<file path="src/rtl/fram_pwr_seq.sv">
module fram_pwr_seq #(
  parameter int PWRUP_HOLD_CYC = 45000,
  parameter int SLEEP_MIN_CYC  = 100,
  parameter int WAKE_HOLD_CYC  = 45000
) (
  input  logic clk,
  input  logic rst_n,
  input  logic pwr_good,
  input  logic sleep_req,
  input  logic wake_req,
  input  logic bus_idle,
  input  logic precharge_done,
  output logic sleep_n,
  output logic ce_force,
  output logic access_ok
);

  localparam int MAX_A  = (PWRUP_HOLD_CYC > WAKE_HOLD_CYC) ? PWRUP_HOLD_CYC : WAKE_HOLD_CYC;
  localparam int MAX_C  = (MAX_A > SLEEP_MIN_CYC) ? MAX_A : SLEEP_MIN_CYC;
  localparam int CW     = $clog2(MAX_C + 1);
  localparam int MIN_HOLD = (PWRUP_HOLD_CYC < WAKE_HOLD_CYC) ? PWRUP_HOLD_CYC : WAKE_HOLD_CYC;
  localparam logic [CW-1:0] LD_PUP  = CW'(PWRUP_HOLD_CYC - 1);
  localparam logic [CW-1:0] LD_SMIN = CW'(SLEEP_MIN_CYC - 1);
  localparam logic [CW-1:0] LD_WAKE = CW'(WAKE_HOLD_CYC - 1);

  typedef enum logic [2:0] {
    ST_OFF, ST_PUP, ST_RDY, ST_SMIN, ST_SLP, ST_WAKE
  } st_t;

  st_t           st;
  logic [CW-1:0] cnt;
  logic          wake_pend;
  logic          cnt_done;
  logic          go_sleep;

  assign cnt_done = (cnt == '0);
  assign go_sleep = sleep_req & bus_idle & precharge_done;

  always_ff @(posedge clk) begin
    if (!rst_n) begin
      st        <= ST_OFF;
      cnt       <= '0;
      wake_pend <= 1'b0;
    end else if (!pwr_good) begin
      st        <= ST_OFF;
      wake_pend <= 1'b0;
    end else begin
      case (st)
        ST_OFF: begin
          st  <= ST_PUP;
          cnt <= LD_PUP;
        end
        ST_PUP: begin
          if (cnt_done) st <= ST_RDY;
          else          cnt <= cnt - 1'b1;
        end
        ST_RDY: begin
          if (go_sleep) begin
            st        <= ST_SMIN;
            cnt       <= LD_SMIN;
            wake_pend <= 1'b0;
          end
        end
        ST_SMIN: begin
          if (wake_req) wake_pend <= 1'b1;
          if (cnt_done) begin
            if (wake_pend | wake_req) begin
              st  <= ST_WAKE;
              cnt <= LD_WAKE;
            end else begin
              st <= ST_SLP;
            end
          end else begin
            cnt <= cnt - 1'b1;
          end
        end
        ST_SLP: begin
          if (wake_req) begin
            st  <= ST_WAKE;
            cnt <= LD_WAKE;
          end
        end
        ST_WAKE: begin
          if (cnt_done) st <= ST_RDY;
          else          cnt <= cnt - 1'b1;
        end
        default: st <= ST_OFF;
      endcase
    end
  end

  assign sleep_n   = !((st == ST_SMIN) || (st == ST_SLP));
  assign access_ok = pwr_good && (st == ST_RDY);
  assign ce_force  = !access_ok;

  logic [31:0] low_run;
  logic [31:0] ce_run;

  always_ff @(posedge clk) begin
    if (!rst_n) begin
      low_run <= '0;
      ce_run  <= '0;
    end else begin
      low_run <= sleep_n  ? 32'd0 : low_run + 32'd1;
      ce_run  <= ce_force ? ce_run + 32'd1 : 32'd0;
    end
  end

  a_r10_access_awake: assert property (@(posedge clk) disable iff (!rst_n)
    access_ok |-> (sleep_n && !ce_force));

  a_r5_sleep_gated: assert property (@(posedge clk) disable iff (!rst_n)
    $fell(sleep_n) |-> $past(sleep_req && bus_idle && precharge_done));

  a_r6_min_sleep: assert property (@(posedge clk) disable iff (!rst_n)
    (sleep_n && pwr_good && low_run != 0) |-> (low_run >= SLEEP_MIN_CYC));

  a_r8_hold_before_access: assert property (@(posedge clk) disable iff (!rst_n)
    $rose(access_ok) |-> (ce_run >= MIN_HOLD));

  a_r3_power_first: assert property (@(posedge clk) disable iff (!rst_n)
    $rose(access_ok) |-> $past(pwr_good));

endmodule

</file>
<file path="config.mk">
export PLATFORM = sky130hd
export DESIGN_NAME = fram_pwr_seq
export DESIGN_NICKNAME = d
export VERILOG_FILES = /design/src/rtl/fram_pwr_seq.sv
export SDC_FILE = /design/constraint.sdc
export NUM_CORES = 1
export LEC_CHECK = 0
export ABC_CLOCK_PERIOD_IN_PS = 2100
export BUFFER_PORTS_ARGS = -buffer_cell sky130_fd_sc_hd__buf_2
export CAP_MARGIN = 5
export CORE_ASPECT_RATIO = 0.6
export CORE_MARGIN = 2
export CORE_UTILIZATION = 59
export DETAILED_ROUTE_END_ITERATION = 10
export PLACE_DENSITY = 0.8
export SLEW_MARGIN = 15
export SYNTH_ARGS = -nofsm -noshare
export SYNTH_HDL_FRONTEND = slang
export SYNTH_SLANG_ARGS = --single-unit
</file>
<file path="constraint.sdc">
create_clock -name clk -period 2.1 [get_ports clk]
set_input_delay 0.21 -clock clk [delete_from_list [all_inputs] [get_ports clk]]
set_output_delay 0.21 -clock clk [all_outputs]
set_load 0.02 [all_outputs]
</file>
Word level (Yosys, flattened, before mapping)
Cells that the tools add are included.
{"block": "word_totals", "output_inout_bits": 3, "inputBits": 7, "register_bits": 20, "word_cells": 47}
{"block": "classes", "reduce_logical": 13, "n_eq_ne": 12, "n_bitwise": 3, "add_sub_neg": 1, "mux": 15}
{"cell": "$mux 16", "n": 5}
{"cell": "$pmux 16 s5", "n": 1}
{"cell": "$logic_not 16->1", "n": 1}
{"cell": "$sub 16x1->16 const B", "n": 1}
{"cell": "$pmux 3 s5", "n": 1}
{"cell": "$mux 3", "n": 4}
{"cell": "$ne 2x2->1 const B", "n": 5}
{"cell": "$eq 3x2->1 const B", "n": 2}
{"cell": "$eq 3x3->1 const B", "n": 2}
{"cell": "$reduce_and 6->1", "n": 1}
{"cell": "$reduce_bool 5->1", "n": 1}
{"cell": "$reduce_and 4->1", "n": 1}
{"cell": "$eq 3x1->1 const B", "n": 1}
{"cell": "$logic_not 3->1", "n": 1}
{"cell": "$mux 1", "n": 3}
{"cell": "$ne 3x3->1 const B", "n": 1}
{"cell": "$reduce_and 3->1", "n": 1}
{"cell": "$and 1x1->1", "n": 2}
{"cell": "$logic_not 1->1", "n": 2}
{"cell": "$ne 2x1->1 const B", "n": 1}
{"cell": "$pmux 1 s2", "n": 1}
{"cell": "$reduce_and 2->1", "n": 1}
{"cell": "$reduce_bool 2->1", "n": 1}
{"cell": "$reduce_or 2->1", "n": 1}
{"cell": "other kinds (3)", "n": 3}

Depth between registers and ports, before layout
{"block": "logic_depth", "word_depth": 4, "depth_mapped": 8, "mapped_depth_nobuf": 7}

Worst setup path after synthesis
Ideal clock, no wire load.
{"block": "synth_timing", "path_type": "reg2reg", "start": "reg cnt[0]", "end": "reg cnt[10]", "t_required_ps": 1978, "arrival_time_ps": 1686, "path_slack_ps": 293, "setup_ps": 122, "synth_period_minus_slack_ps": 1807, "path_buffers": 1, "path_stages_with_launch": 9, "path_cell_list": "dfxtp_1 inv_1 ha_1 and4bb_2 nand4_4 or2b_2 buf_4 a211oi_1 nor3_1"}
{"block": "synth_via", "elab_chain_cells": 3, "elab_cells_between_ends": 8, "classes_between": "1 x add/sub; 2 x eq/ne; 3 x mux; 2 x reduce/logical"}
{"element": "start, declared", "line": "31", "source": "logic [CW-1:0] cnt;"}
{"element": "start signal, assigned", "line": "55", "source": "else cnt <= cnt - 1'b1;"}
{"element": "start signal, assigned", "line": "74", "source": "cnt <= cnt - 1'b1;"}
{"element": "start signal, assigned", "line": "85", "source": "else cnt <= cnt - 1'b1;"}
{"element": "$sub 16x1->16 or $logic_not 16->1 (tied branches)"}
{"element": "$mux 16, or another cell as far along", "line": "54, 84"}
{"element": "$pmux 16 s5 or $reduce_and 6->1 (tied branches)"}
Several ways; a longest one is shown, not always the timed one. The select of a mux whose other input is x is not followed.
A chain may end at the register's enable or synchronous reset.

Worst setup path in the final report
{"block": "layout_timing", "start": "reg cnt[0]", "end": "reg cnt[15]"}
The elaborated chain is that of the path after synthesis.

==> flow_summary.ini <==
[synth]
ys.flop_type = dfxtp_1
ys_seq_area_share_pct = 29.5
ys_types = 49
synth.cell_area_um2 = 1360
synth_edf_count = 0
async_flop_share_pct = 0
syn_inst = 162
synth.net_count = 171
ys_ff_latch = 20
ys.warnings.count = 0
avgSynthCellArea_um2 = 8.39

[setup_path]
cp-start-kind = register
cp_max_fo = 11
endpoint_kind = register
path_class = reg -> reg
reg2reg_depth = 7
crit_arrival_ns = 2.08
worstPathRequired_ns = 2.25
r2r_setup_slack_ns = 0.17

[sta]
rsz0062_at_grt = false
period_minus_slack_ns = 1.93
final-setup-viol-count = 0
tightest_slew_ns = 0.462
max_freq_mhz = 518
slew_headroom_pct = 69.1
fin_worst_skew_ns = 0.00621
totalNegativeSetupSlack_ns = 0
final_max_slew_viol_count = 0
post-route-period-util_pct = 91.9
hold_violations = 0

[global_routing]
grt_pass1_vias = 1128
antenna_found_initial = 0
grtUsageTotal_pct = 27.4
grt_max_degree = 22
grt-ovfl-total = 0
grt_first_pass_wirelength_um = 5350

[clock_tree]
insertion_delay_ns = 0.26
cts_tree = done
clock_path_buffers = 2
clkSinkCount = 20
cts_made_buffers = 3
clk_pin_slew_worst_paths_ns = 0.07
cts_root_buf = clkbuf_8
htreeDepth = 1
post_cts_buffers = 0

[layout]
final_cell_mix = 20 x dfxtp_1, 17 x a21oi_1, 14 x o21ai_0
multi_input_area_um2 = 847
ff_latch_area_um2 = 400
fill_cells = 207
layout_commonest_cell = dfxtp_1
antenna_cells = 0
area_growth_pct = 6.45
fin_nets = 184
drive_gt1_share_pct = 19.7
utilization_pct = 66.4

[drt]
ant_nets = 0
dr.pass1.iters = 5
drtIter0Drc = 192
drc = 0
wire_per_inst_um = 17.0
wl_um = 3460
via_per_inst = 6.65
vias = 1349

[place]
port_buffers = 9
globalplace.congestion = 0.881
dp_hpwl_um = 2530

[floorplanning]
io_pins = 10
die_h_um = 41.2
core_area_um2 = 2180
core.rowCount = 13
dieWidth_um = 66.0
initial_core_util_pct = 62.3
die-area_um2 = 2720

[power_and_ir_drop]
ir_drop_uv = 450
p_leak_nw = 0.536
power.density_nw_per_um2 = 601

[outcome]
run_status = finished clean

[min_path]
holdPathStages = 3
hp-class = in -> reg

[flow_run]
drv_cap = 0
==> flip-flops by register name, summed over array words and instances, names as in the netlist <==
signal,flops
st,3
wake_pend,1
cnt,16
==> cells by family after synthesis <==
logic type | Yosys count | share of synthesized area, %
XOR/XNOR | 2 | 1.29
flip-flops | 20 | 29.5
adder cells (fa/ha/maj) | 2 | 1.84
AND/OR/NAND/NOR | 69 | 31.1
AO/OA/AOI/OAI | 55 | 28.1
buffers and inverters | 14 | 8.19
==> layer usage <==
metal | part of all wire (%) | global-route usage, %
met1 | 46 | 36.8
met2 | 43 | 43.4
met3 | 9.3 | 9.34
met4 | 2.1 | 6.12
met5 | 0 | 0
==> critical path, cell delays in order (launching register included) <==
cell	delay, ns
dfxtp_1	0.40
inv_1	0.09
ha_1	0.19
and4bb_2	0.23
nand4_4	0.14
or2b_2	0.41
a311oi_1	0.27
nor3_1	0.08
==> path summary, 6_finish.rpt <==
kind             from       to
max            cnt[0]  cnt[15]
min          pwr_good    st[2]
min reg2reg   cnt[14]  cnt[14]
max reg2reg    cnt[0]  cnt[15]
==> power by group <==
group | leakage (nW) | internal [mW] | switching (mW) | total, mW
clock network | 0.0216 | 0.128 | 0.127 | 0.255
logic | 0.350 | 0.0701 | 0.108 | 0.178
registers | 0.165 | 0.401 | 0.0348 | 0.436
total | 0.536 | 0.599 | 0.270 | 0.869
==> per-stage QoR <==
| stage | area, µm² | setup slack (ns) | total power [mW] | std cells | hold WS, ns |
|---|---|---|---|---|---|
| 2_1_floorplan | 1360 | 0.293 | 0.570 | 162 | 0.373 |
| 3_3_place_gp | 1410 | 0.220 | 0.608 | 200 | 0.478 |
| 3_5_place_dp | 1410 | 0.188 | 0.617 | 200 | 0.487 |
| 4_1_cts | 1450 | 0.166 | 0.870 | 203 | 0.321 |
| 5_1_grt | 1450 | 0.0167 | 0.908 | 203 | 0.341 |
| 6_report | 1450 | 0.170 | 0.869 | 203 | 0.337 |
==> cell type report <==
cell class	instances	share of cell area (%)
clock buffer	3	2.85
timing repair buffer	16	6.75
sequential	20	27.7
multi-input combinational	128	58.6
tap	30	2.60
inverter	6	1.56
==> cell usage after synthesis, types with 2 or more instances <==
cell type  instances  share of area [%]
inv_1              6                1.7
nor2_1            13                3.6
nor2b_1            2               0.92
nand3_1            5                1.8
o22ai_1            2               0.92
nand3b_1           3                1.7
nor4_1             2               0.92
nand2_1           11                3.0
or4_1              2                1.1
buf_6              2                1.7
o211a_1            2                1.5
xor2_1             2                1.3
clkbuf_8           4                4.1
nor3b_1            3                1.7
dfxtp_1           20                 29
nor4_4             2                3.1
nand4_1            5                2.3
ha_1               2                1.8
o21ai_0           14                5.2
o31ai_1            2                1.1
o21a_1             3                1.7
a21oi_1           17                6.3
nor3_1            11                4.1
a31oi_1            2               0.92
==> what timing repair did <==
item                                    in CTS  in global routing
hold buffers                                 0                  0
endpoints found under the setup margin       0                  1
gates resized for setup                      0                  1
Power figures use the tool's default switching activity.
